## src/rtl/tick_timer_pkg.sv

```systemverilog
package tick_timer_pkg;
  localparam int DATA_W      = 32;
  localparam int PSC_W       = 8;
  localparam int CTL_RUN_BIT = 0;
  localparam int CTL_RLD_BIT = 1;
  localparam int CTL_PSC_LSB = 8;

  typedef enum logic [1:0] {
    SEL_START = 2'd0,
    SEL_COUNT = 2'd1,
    SEL_CTRL  = 2'd2,
    SEL_STAT  = 2'd3
  } reg_sel_e;

  typedef struct packed {
    logic [PSC_W-1:0] psc;
    logic             refill;
    logic             run;
  } ctrl_t;

  // Unpack a written word into control fields.
  function automatic ctrl_t ctrl_from_word(input logic [DATA_W-1:0] w);
    ctrl_t c;
    c.run    = w[CTL_RUN_BIT];
    c.refill = w[CTL_RLD_BIT];
    c.psc    = w[CTL_PSC_LSB +: PSC_W];
    return c;
  endfunction

  // Pack control fields into the read-back word.
  function automatic logic [DATA_W-1:0] ctrl_to_word(input ctrl_t c);
    logic [DATA_W-1:0] w;
    w = '0;
    w[CTL_RUN_BIT] = c.run;
    w[CTL_RLD_BIT] = c.refill;
    w[CTL_PSC_LSB +: PSC_W] = c.psc;
    return w;
  endfunction

  // Counter value after one step: 1 goes to refill-or-zero.
  function automatic logic [DATA_W-1:0] count_step(input logic [DATA_W-1:0] cur,
                                                    input logic refill,
                                                    input logic [DATA_W-1:0] start);
    if (cur == DATA_W'(1)) return refill ? start : '0;
    return cur - DATA_W'(1);
  endfunction
endpackage

```

## src/rtl/timer_regs.sv

```systemverilog
module timer_regs
  import tick_timer_pkg::*;
#(
  parameter int ADDR_W = 5
) (
  input  logic              clk,
  input  logic              rst_n,
  input  logic              bus_wr,
  input  logic [ADDR_W-1:0] bus_addr,
  input  logic [DATA_W-1:0] bus_wdata,
  input  logic              expiry,
  input  logic [DATA_W-1:0] count_q,
  output logic [DATA_W-1:0] start_q,
  output ctrl_t             ctrl_q,
  output logic              status_q,
  output logic [DATA_W-1:0] bus_rdata,
  output logic              start_wr,
  output logic              count_wr,
  output logic              run_rise,
  output logic [PSC_W-1:0]  psc_restart_val
);
  localparam int SEL_LSB = 2;
  localparam int HI_LSB  = SEL_LSB + 2;

  logic     in_window;
  reg_sel_e sel;
  ctrl_t    ctrl_wr_val;
  logic     ctrl_wr;
  logic     stat_wr;

  assign in_window   = (bus_addr >> HI_LSB) == '0;
  assign sel         = reg_sel_e'(bus_addr[SEL_LSB +: 2]);
  assign ctrl_wr_val = ctrl_from_word(bus_wdata);

  assign start_wr = bus_wr && in_window && (sel == SEL_START);
  assign count_wr = bus_wr && in_window && (sel == SEL_COUNT);
  assign ctrl_wr  = bus_wr && in_window && (sel == SEL_CTRL);
  assign stat_wr  = bus_wr && in_window && (sel == SEL_STAT);
  assign run_rise = ctrl_wr && !ctrl_q.run && ctrl_wr_val.run;
  assign psc_restart_val = run_rise ? ctrl_wr_val.psc : ctrl_q.psc;

  always_ff @(posedge clk or negedge rst_n) begin
    if (!rst_n) begin
      start_q  <= '0;
      ctrl_q   <= '0;
      status_q <= 1'b0;
    end else begin
      if (start_wr) start_q <= bus_wdata;
      if (ctrl_wr)  ctrl_q  <= ctrl_wr_val;
      if (expiry)       status_q <= 1'b1;
      else if (stat_wr) status_q <= status_q & ~bus_wdata[0];
    end
  end

  always_comb begin
    bus_rdata = '0;
    if (in_window) begin
      unique case (sel)
        SEL_START: bus_rdata = start_q;
        SEL_COUNT: bus_rdata = (ctrl_q.run && count_q != '0) ? count_q : '0;
        SEL_CTRL:  bus_rdata = ctrl_to_word(ctrl_q);
        SEL_STAT:  bus_rdata = {{(DATA_W-1){1'b0}}, status_q};
      endcase
    end
  end

  p_expiry_sets_r5: assert property (@(posedge clk) disable iff (!rst_n)
    expiry |=> status_q);
  p_w1c_clears_r7: assert property (@(posedge clk) disable iff (!rst_n)
    (stat_wr && bus_wdata[0] && !expiry) |=> !status_q);
  p_expiry_wins_r8: assert property (@(posedge clk) disable iff (!rst_n)
    (stat_wr && expiry) |=> status_q);
endmodule

```

## src/rtl/timer_prescaler.sv

```systemverilog
module timer_prescaler
  import tick_timer_pkg::*;
(
  input  logic             clk,
  input  logic             rst_n,
  input  logic             active,
  input  logic             restart,
  input  logic [PSC_W-1:0] restart_val,
  input  logic [PSC_W-1:0] period_val,
  output logic             tick
);
  logic [PSC_W-1:0] psc_q;

  assign tick = active && !restart && (psc_q == '0);

  always_ff @(posedge clk or negedge rst_n) begin
    if (!rst_n)       psc_q <= '0;
    else if (restart) psc_q <= restart_val;
    else if (tick)    psc_q <= period_val;
    else if (active)  psc_q <= psc_q - PSC_W'(1);
  end

  p_restart_loads_r4: assert property (@(posedge clk) disable iff (!rst_n)
    restart |=> psc_q == $past(restart_val));
  p_hold_when_idle_r4: assert property (@(posedge clk) disable iff (!rst_n)
    (!active && !restart) |=> $stable(psc_q));
endmodule

```

## src/rtl/timer_counter.sv

```systemverilog
module timer_counter
  import tick_timer_pkg::*;
(
  input  logic              clk,
  input  logic              rst_n,
  input  logic              wr_any,
  input  logic [DATA_W-1:0] wdata,
  input  logic              run_rise,
  input  logic              refill_new,
  input  logic              refill_cur,
  input  logic [DATA_W-1:0] start_q,
  input  logic              tick,
  input  logic              run,
  output logic [DATA_W-1:0] count_q,
  output logic              expiry
);
  logic arm_load;

  assign arm_load = run_rise && refill_new && (count_q == '0);
  assign expiry   = tick && (count_q == DATA_W'(1));

  always_ff @(posedge clk or negedge rst_n) begin
    if (!rst_n)        count_q <= '0;
    else if (wr_any)   count_q <= wdata;
    else if (arm_load) count_q <= start_q;
    else if (tick)     count_q <= count_step(count_q, refill_cur, start_q);
  end

  p_step_down_r4: assert property (@(posedge clk) disable iff (!rst_n)
    (tick && count_q > DATA_W'(1)) |=> count_q == $past(count_q) - DATA_W'(1));
  p_refill_r6: assert property (@(posedge clk) disable iff (!rst_n)
    (expiry && refill_cur) |=> count_q == $past(start_q));
  p_oneshot_zero_r5: assert property (@(posedge clk) disable iff (!rst_n)
    (expiry && !refill_cur) |=> count_q == '0);
  p_zero_idle_r11: assert property (@(posedge clk) disable iff (!rst_n)
    (count_q == '0 && !wr_any && !arm_load) |=> count_q == '0);
  p_frozen_off_r10: assert property (@(posedge clk) disable iff (!rst_n)
    (!run && !wr_any && !arm_load) |=> $stable(count_q));
endmodule

```

## src/rtl/tick_down_timer.sv

```systemverilog
module tick_down_timer
  import tick_timer_pkg::*;
#(
  parameter int ADDR_W = 5
) (
  input  logic              clk,
  input  logic              rst_n,
  input  logic              bus_wr,
  input  logic [ADDR_W-1:0] bus_addr,
  input  logic [31:0]       bus_wdata,
  output logic [31:0]       bus_rdata,
  output logic              irq_o
);
  logic [DATA_W-1:0] start_q;
  logic [DATA_W-1:0] count_q;
  ctrl_t             ctrl_q;
  logic              status_q;
  logic              start_wr;
  logic              count_wr;
  logic              run_rise;
  logic [PSC_W-1:0]  psc_restart_val;
  logic              expiry;
  logic              tick;
  logic              active;
  logic              restart;

  assign active  = ctrl_q.run && (count_q != '0);
  assign restart = start_wr || count_wr || run_rise;
  assign irq_o   = status_q;

  timer_regs #(.ADDR_W(ADDR_W)) u_regs (
    .clk(clk), .rst_n(rst_n), .bus_wr(bus_wr), .bus_addr(bus_addr),
    .bus_wdata(bus_wdata), .expiry(expiry), .count_q(count_q),
    .start_q(start_q), .ctrl_q(ctrl_q), .status_q(status_q),
    .bus_rdata(bus_rdata), .start_wr(start_wr), .count_wr(count_wr),
    .run_rise(run_rise), .psc_restart_val(psc_restart_val)
  );

  timer_prescaler u_psc (
    .clk(clk), .rst_n(rst_n), .active(active), .restart(restart),
    .restart_val(psc_restart_val), .period_val(ctrl_q.psc), .tick(tick)
  );

  timer_counter u_cnt (
    .clk(clk), .rst_n(rst_n), .wr_any(start_wr || count_wr),
    .wdata(bus_wdata), .run_rise(run_rise),
    .refill_new(bus_wdata[CTL_RLD_BIT]), .refill_cur(ctrl_q.refill),
    .start_q(start_q), .tick(tick), .run(ctrl_q.run),
    .count_q(count_q), .expiry(expiry)
  );

  p_no_tick_at_zero_r11: assert property (@(posedge clk) disable iff (!rst_n)
    (count_q == '0) |-> !tick);
  p_tick_needs_run_r10: assert property (@(posedge clk) disable iff (!rst_n)
    tick |-> ctrl_q.run);
endmodule

```

## config.mk

```make
export PLATFORM = sky130hd
export DESIGN_NAME = tick_down_timer
export DESIGN_NICKNAME = d
export VERILOG_FILES = /design/src/rtl/tick_timer_pkg.sv /design/src/rtl/timer_regs.sv /design/src/rtl/timer_prescaler.sv /design/src/rtl/timer_counter.sv /design/src/rtl/tick_down_timer.sv
export SDC_FILE = /design/constraint.sdc
export NUM_CORES = 1
export LEC_CHECK = 0
export BUFFER_PORTS_ARGS = -buffer_cell sky130_fd_sc_hd__buf_2
export CORE_ASPECT_RATIO = 0.7
export CORE_MARGIN = 3
export CORE_UTILIZATION = 45
export DETAILED_ROUTE_END_ITERATION = 12
export PLACE_DENSITY_LB_ADDON = 0.12
export SETUP_SLACK_MARGIN = 0.4
export SKIP_CTS_REPAIR_TIMING = 1
export SYNTH_ARGS = -nofsm -noshare
export SYNTH_HDL_FRONTEND = slang
export SYNTH_SLANG_ARGS = --single-unit
```

## constraint.sdc

```tcl
create_clock -name clk -period 3.5 [get_ports clk]
set_input_delay 1.05 -clock clk [delete_from_list [all_inputs] [get_ports clk]]
set_output_delay 1.05 -clock clk [all_outputs]
set_load 0.01 [all_outputs]
```

# Word-level counts from Yosys, hierarchy flattened
# Index checks and enable logic that the tools add are counted.
[op_classes]
add_sub_neg = 2
reduce_logical = 25
n_bitwise = 2
n_eq_ne = 4
n_mux = 19
[op_table]
columns = ["cell", "n"]
rows = [
  ["$mux W32", 8],
  ["$pmux W32 S4", 1],
  ["$eq A32 B1 Y1 const B", 1],
  ["$logic_not A32 Y1", 1],
  ["$mux W8", 4],
  ["$reduce_bool A32 Y1", 1],
  ["$sub A32 B1 Y32 const B", 1],
  ["$logic_and A1 B1 Y1", 13],
  ["$logic_not A8 Y1", 1],
  ["$sub A8 B1 Y8 const B", 1],
  ["$mux W1", 6],
  ["$reduce_bool A3 Y1", 2],
  ["$logic_not A5 Y1", 1],
  ["$eq A2 B2 Y1 const B", 2],
  ["$eq A2 B1 Y1 const B", 1],
  ["$logic_not A1 Y1", 2],
  ["$logic_not A2 Y1", 1],
  ["$logic_or A1 B1 Y1", 2],
  ["$reduce_bool A2 Y1", 1],
  ["$and A1 B1 Y1", 1],
  ["$not A1 Y1", 1],
]
[word_totals]
in_bits = 40
register_bits = 83
out_inout_bits = 33

# Longest topological paths before layout
# Gate-level depths: netlist of run 1.
[logic_depth]
ltp_word = 16
mapped_depth = 10
depth_no_buf = 8

# Modules after synthesis
# A second synthesis of run 1 with hierarchy kept.
[hier_totals]
cells_unflattened = 556
area_unflattened_um2 = 5407.7
[by_module_without_submodules]
columns = ["module", "area_each_um2", "seq_area_each_um2", "n_inst", "cells_each"]
rows = [
  ["timer_counter", 2537.4, 800.8, 1, 308],
  ["timer_regs", 2217.1, 1076.0, 1, 172],
  ["timer_prescaler", 564.3, 200.2, 1, 63],
  ["tick_down_timer", 88.8, 0.0, 1, 13],
]

# Worst setup path before layout of run 1
# No wires, ideal clock.
[synth_timing]
kind = "input-to-output"
from = "input port bus_addr[2]"
to = "output port bus_rdata[16]"
stages = 6
path_slack_ns = -0.213
t_arrival_ns = 2.663
cell_sequence = "clkbuf_1 -> inv_1 -> a2111oi_0 -> clkbuf_1 -> a22oi_1 -> nor2_1"
[synth_via]
elab_chain_cells = 3
elab_cells_between_ends = 6
[synth_rtl]
columns = ["element", "line", "source"]
rows = [
  ["start, declared", "tick_down_timer.sv:9", "input logic [ADDR_W-1:0] bus_addr,"],
  ["$eq A2 B2 Y1, or another cell as far along", "timer_regs.sv:58", "unique case (sel)"],
  ["$pmux W32 S4 (*)", "timer_regs.sv:58", ""],
  ["$mux W32 (*)", "timer_regs.sv:57", "if (in_window) begin"],
  ["end, declared", "tick_down_timer.sv:11", "output logic [31:0] bus_rdata,"],
]
# Every way passes the cells marked *; elsewhere a longest branch is shown, timed or not.

# Final worst setup path of run 1
[layout_timing]
from = "register u_cnt.count_q[13]"
to = "output port bus_rdata[19]"
[layout_via]
elab_chain_cells = 5
[layout_rtl]
columns = ["element", "line", "source"]
rows = [
  ["start, declared", "timer_counter.sv:14", "output logic [DATA_W-1:0] count_q,"],
  ["start signal, assigned", "timer_counter.sv:24", "else if (wr_any) count_q <= wdata;"],
  ["start signal, assigned", "timer_counter.sv:25", "else if (arm_load) count_q <= start_q;"],
  ["start signal, assigned", "timer_counter.sv:26", "else if (tick) count_q <= count_step(count_q, refill_cur, start_q);"],
  ["$reduce_bool A32 Y1", "timer_regs.sv:60", "SEL_COUNT: bus_rdata = (ctrl_q.run && count_q != '0) ? count_q : '0;"],
  ["$logic_and A1 B1 Y1", "timer_regs.sv:60", ""],
  ["$mux W32", "timer_regs.sv:60", ""],
  ["$pmux W32 S4", "timer_regs.sv:58", ""],
  ["$mux W32", "timer_regs.sv:57", ""],
]
# Every way passes these cells.

==> results of run 1 <==
[layer usage]
metal | vias up | GRT usage [%] | share of wire [%]
li1 | 2386 | - | -
met2 | 226 | 37.9 | 43
met3 | 25 | 4.61 | 6.8
met4 | 0 | 6.38 | 1.5
met1 | 2592 | 39.1 | 49
met5 | - | 0 | 0
[through the flow]
step	std cells	power, mW
detailed placement	822	3.44
floorplan	591	2.74
global route	840	4.86
global placement	822	3.39
CTS	838	4.53
finish	840	4.59
[placed cells by master, fill, tap and decap left out, types with 8 or more instances in the layout]
| cell | synthesis | routed |
|---|---|---|
| nor4_1 | 12 | 12 |
| nand2_1 | 14 | 14 |
| a221oi_1 | 12 | 12 |
| xnor2_1 | 8 | 8 |
| mux2_4 | 10 | 10 |
| nor3_1 | 15 | 14 |
| nor2_1 | 90 | 89 |
| a22oi_1 | 27 | 20 |
| o21ai_1 | 8 | 8 |
| o31ai_1 | 17 | 16 |
| inv_1 | 9 | 9 |
| buf_4 | 5 | 54 |
| a31oi_1 | 20 | 20 |
| mux2_2 | 42 | 42 |
| mux2i_1 | 12 | 12 |
| xor2_1 | 16 | 16 |
| dfrtp_1 | 83 | 83 |
| buf_2 | 8 | 69 |
| clkbuf_16 | 0 | 9 |
| nand3_1 | 40 | 40 |
[critical path, delay by kind of cell, from the launching register on]
family	cells	cell delay (ps)
AOI/OAI and AO/OA	2	370
buffers and inverters	2	360
DFF	1	380
and+or+nand+nor	4	1330
[final timing paths]
| check | startpoint | end | slack, ps | cells past startpoint |
|---|---|---|---|---|
| max | u_cnt.count_q[13]$_DFFE_PN0P_ | bus_rdata[19] | -330 | 8 |
| min | u_regs.status_q$_DFFE_PN0P_ | u_regs.status_q$_DFFE_PN0P_ | 520 | 2 |
| max reg2reg | u_cnt.count_q[13]$_DFFE_PN0P_ | u_cnt.count_q[16]$_DFFE_PN0P_ | 270 | 8 |
| min reg2reg | u_regs.status_q$_DFFE_PN0P_ | u_regs.status_q$_DFFE_PN0P_ | 520 | 2 |
| max in group asynchronous | rst_n | u_cnt.count_q[27]$_DFFE_PN0P_ | 1870 | 1 |
| min in group asynchronous | rst_n | u_regs.start_q[10]$_DFFE_PN0P_ | 910 | 1 |
[where the power goes]
group | internal [mW] | switching (mW)
logic | 0.935 | 0.954
clock network | 0.667 | 0.402
registers | 1.29 | 0.342
total | 2.89 | 1.70
[registers in the layout, indices dropped and copies added, names as in the netlist]
signal,count
u_psc.psc_q,8
u_regs.status_q,1
u_regs.ctrl_q,10
u_cnt.count_q,32
u_regs.start_q,32
[layout make-up]
class / instances / share of cell area, %
Clock buffer: 11 / 3.75
Clock inverter: 5 / 1.24
Inverter: 9 / 0.501
Multi-Input combinational cell: 449 / 48.7
Sequential cell: 83 / 30.8
Tap cell: 157 / 2.91
Timing Repair Buffer: 126 / 12.0
[logic make-up after synthesis]
group / Yosys count / share of synthesized area (%)
AND/OR/NAND/NOR: 214 / 19.7
buffers and inverters: 59 / 5.02
flip-flops: 83 / 37.7
adder cells (fa/ha/maj): 4 / 0.909
multiplexers: 67 / 14.1
XOR/XNOR: 24 / 3.82
AO/OA/AOI/OAI: 140 / 18.8
==> flow_summary.toml, run 1 <==
[finish]
multi_input_area_um2 = 3280
seq_area_um2 = 2080
fin_nets = 722
final_util_pct = 57.1
design_area_um2 = 6740
fillers = 1075
area_growth_pct = 22.4
antenna_cells = 0
drive_gt1_share_pct = 34.0

[job]
cap_violations = 0

[synthesis]
synth_top_area_share_pct = 37.7
syn_area_per_cell_um2 = 9.32
yosysMostFrequentCell = "nor2_1"
synth_area_leaders = "dfrtp_1 38%, mux2_2 8.6%, nor2_1 6.1%"
yosys_warnings = 0
ys_ff_latch = 83
ys.flop_type = "dfrtp_1"
syn-num-nets = 635
synth_seq_area_share_pct = 37.7
ys_types = 67
synth_common_cells = "90 x nor2_1, 83 x dfrtp_1, 42 x mux2_2, 40 x nand3_1, 30 x clkbuf_1"
async_flop_share_pct = 100
synth-edff-count = 0
synth_largest_area_cell = "dfrtp_1"
syn_area_um2 = 5510
syn_inst = 591

[floorplanning]
start_util_pct = 46.6
num_io_pins = 73
fp.dieW_um = 138
dieArea_um2 = 13600
rows = 33
die_height_um = 98.6
coreArea_um2 = 11800

[worst_setup_path]
critPathKind = "flip-flop to output pin"
required_ps = 2450
crit_slowest_cell = "or4_4"
startpoint_type = "flip-flop"
critPathCaptureType = "output pin"
worstPathArrival_ps = 2780
slowest_delay_ps = 550
critPathMaxFanout = 9
path_common_cell = "or4_4"
crit_chain = "or4_4, or4_4, nor4_4, a2111oi_4, buf_4, a22oi_1, nor2_1, buf_2"

[routing]
dr.pass1.iters = 5
ant_nets = 0
vias = 5229
wirelength_um = 17300
via_per_inst = 6.23
post_drt_wl_per_cell_um = 20.5
drtIter0Drc = 467
drc = 0

[sta]
fin_tns_setup_ps = -8660
worstMarginPinSlew_ps = 1120
period_share_pct = 109
fin_crit_ps = 3830
whs_ps = 522
fmax_mhz = 261
drv_slew = 0
skew_ps = 6.64
postLayoutSetupSlackWorst_ps = -326
finalSetupViolCount = 32
slew_headroom_pct = 25.6
hold_viol = 0
rsz0062_at_grt = "yes"

[cts]
cts_tree = "done"
clk_latency_ps = 340
cts_buffer_depth = 2
cts-root-buf = "clkbuf_16"
numClockSinks = 83
path_clk_slew_ps = 60
numCtsBuffers = 9
htree_levels = 3

[power_and_ir_drop]
powerDensity_nw_per_um2 = 681
max-vdd-ir-drop_mv = 0.299
p_leak_nw = 2.90

[place]
post-place-ws_ps = -6.51
numPortBuffers = 70
place_congestion = 0.924
dpl.hpwl_um = 12100
place_area_um2 = 6300

[global_route]
antenna_found_initial = 0
grt_pass1_wl_um = 28300
grt.overflow.total = 0
grt_pass1_vias = 5112
grt_use_total_pct = 25.7
grt_max_degree = 84

[status]
failed_checks = "setup timing"
status = "finished, violations left"

[hold_path]
min_path_type = "flip-flop to flip-flop"
Power figures use the tool's default switching activity.
==> inputs of run 2 (changes only) <==
--- a/config.mk
+++ b/config.mk
@@ -9,6 +9,7 @@
 export CORE_ASPECT_RATIO = 0.7
 export CORE_MARGIN = 3
 export CORE_UTILIZATION = 45
+export CTS_CLUSTER_DIAMETER = 40
 export DETAILED_ROUTE_END_ITERATION = 12
 export PLACE_DENSITY_LB_ADDON = 0.12
 export SETUP_SLACK_MARGIN = 0.4
==> constraint.sdc (replaced) <==
create_clock -name clk -period 4.2 [get_ports clk]
set_input_delay 1.26 -clock clk [delete_from_list [all_inputs] [get_ports clk]]
set_output_delay 1.26 -clock clk [all_outputs]
set_load 0.01 [all_outputs]
==> run 2 against run 1 <==
Net effect:
- the run now ends clean
- cell count decreased by 2.5%
- first-iteration DRC count up 12%
- critical path depth stayed put
- register-to-register slack improved by 500 ps
- sequential share of layout area grew 0.37 points
- total power down 19%
- global-route usage shrank 1.6 points
- clock-buffer cell count down 1
- routed wire length fell by 0.30%
- via count down 0.13%
- critical path type unchanged
- largest cell class unchanged
- highest routed layer unchanged
==> flow_summary.toml, run 2 (synthesized netlist as in run 1, its figures left out) <==
[power_and_ir_drop]
p_leak_nw = 2.80
pwr-share-comb_pct = 36.2
seqPwrFrac_pct = 40.3
p_clk_share_pct = 23.6
max-vdd-ir-drop_mv = 0.251
power.internal_mw = 2.29
p_sw_share_pct = 38.2
p_switching_mw = 1.42
powerDensity_nw_per_um2 = 555
power_mw = 3.71

[sta]
fmax_mhz = 240
postLayoutSetupSlackWorst_ps = 31.9
period_share_pct = 99.2
whs_ps = 523
worstMarginPinSlew_ps = 887
fin_crit_ps = 4170
hold_viol = 0
slew_headroom_pct = 40.8
finalSetupViolCount = 0
skew_ps = 3.43
drv_slew = 0
rsz0062_at_grt = "yes"

[place]
post-place-ws_ps = 414
dp_cells = 795
dpl.hpwl_um = 11200
numPortBuffers = 70
place_congestion = 0.892

[worst_setup_path]
crit_buf_inv = 2
critPathKind = "flip-flop to output pin"
slowest_delay_ps = 470
startpoint_type = "flip-flop"
critPathMaxFanout = 8
required_ps = 2940
cpLargestDelayFamily = "simple AND/OR/NAND/NOR gates"
worstPathArrival_ps = 2910
reg2reg_from = "u_cnt.count_q[17]$_DFFE_PN0P_"
path_common_cell = "or4_4"
r2r_setup_slack_ps = 770
crit_slowest_cell = "dfrtp_1"
r2r_cells = 7
crit_chain = "or4_4, or4_4, nor4_4, a2111oi_4, clkbuf_16, a21oi_1, nor2_1, buf_2"
critPathCaptureType = "output pin"
r2r_end = "u_cnt.count_q[15]$_DFFE_PN0P_"

[cts]
numClockSinks = 83
clk_latency_ps = 340
numCtsBuffers = 9
cts-root-buf = "clkbuf_16"
path_clk_slew_ps = 60
htree_levels = 3
cts_tree = "done"
cts_buffer_depth = 2

[routing]
dr.pass1.iters = 5
vias = 5222
drtIter0Drc = 525
wirelength_um = 17200
post_drt_wl_per_cell_um = 21.0
via_per_inst = 6.38
drc = 0
ant_nets = 0

[hold_path]
min_to = "u_regs.status_q$_DFFE_PN0P_"
min_path_type = "flip-flop to flip-flop"
holdPathStages = 2
worstHoldStart = "u_regs.status_q$_DFFE_PN0P_"

[floorplanning]
dieArea_um2 = 13600
rows = 33
coreArea_um2 = 11800
start_util_pct = 46.6
die_height_um = 98.6
num_io_pins = 73
fp.dieW_um = 138

[global_route]
grt_use_total_pct = 24.1
grt_max_degree = 67
grt_pass1_vias = 4839
grt_pass1_wl_um = 26700
grt.overflow.total = 0
antenna_found_initial = 0

[finish]
layout.cells.non_filler = 819
fin_nets = 701
drive_gt1_share_pct = 34.6
final_common_cell = "nor2_1"
antenna_cells = 0
layout_common_cells = "89 x nor2_1, 76 x dfrtp_1, 69 x buf_2, 42 x mux2_2, 40 x nand3_1"
largestRegisters = "u_cnt.count_q (32), u_regs.start_q (32), u_regs.ctrl_q (10)"
fillers = 1074
final_util_pct = 56.6
area_growth_pct = 21.4

[status]
status = "completed"

[job]
cap_violations = 0
run 2: changes by cell type in the layout (fill, tap and decap cells not counted), sizes merged:
cell    delta
buf       -23
clkinv     +2
clkbuf     +1
inv        -1
run 2: cell type report:
type	count	area [µm²]	share of cell area (%)
sequential	83	2090	31.2
clock inverter	6	88.8	1.33
multi-input combinational	449	3350	50.1
inverter	9	33.8	0.505
timing repair buffer	105	692	10.3
clock buffer	10	239	3.57
tap	157	196	2.94
run 2: worst max-delay path by stage:
stage,from,end,slack [ps],depth (start not counted)
3_3_place_gp,u_cnt.count_q[25]$_DFFE_PN0P_,bus_rdata[16],410,8
4_1_cts,u_cnt.count_q[25]$_DFFE_PN0P_,bus_rdata[16],50,8
5_1_grt,u_cnt.count_q[10]$_DFFE_PN0P_,bus_rdata[8],-40,8
2_1_floorplan,bus_addr[2],bus_rdata[16],380,6
3_5_place_dp,u_cnt.count_q[25]$_DFFE_PN0P_,bus_rdata[16],410,8
6_report,u_cnt.count_q[11]$_DFFE_PN0P_,bus_rdata[8],30,8
run 2: routing by layer:
layer / wire [µm] / up-vias / global-route usage, % / share of wire (%)
li1: - / 2348 / - / -
met1: 8140 / 2604 / 37.2 / 47
met2: 7340 / 251 / 34.5 / 43
met3: 1510 / 19 / 5.09 / 8.8
met4: 210 / 0 / 5.85 / 1.2
met5: 0 / - / 0 / 0
run 2: per-stage QoR:
step,TNS (ps),area [µm²]
2_1_floorplan,0,5510
3_3_place_gp,0,6100
3_5_place_dp,0,6100
4_1_cts,0,6430
5_1_grt,-222,6690
6_report,0,6690
run 2: power groups by stage:
stage               sequential (mW)  combinational [mW]  clock (mW)
CTS                            1.43                1.27       0.888
global placement               1.44                1.23           0
floorplan                      1.32               0.952           0
global route                   1.53                1.46       0.918
finish                         1.49                1.34       0.876
detailed placement             1.45                1.26           0
run 2: worst reg2reg max path, cell delays in order, from the launching register on:
cell      delay [ps]
dfrtp_1          450
or3_1            420
or4_1            510
buf_4            210
nor3_1           370
a2111o_1         590
nand2_4          320
mux2_1           420
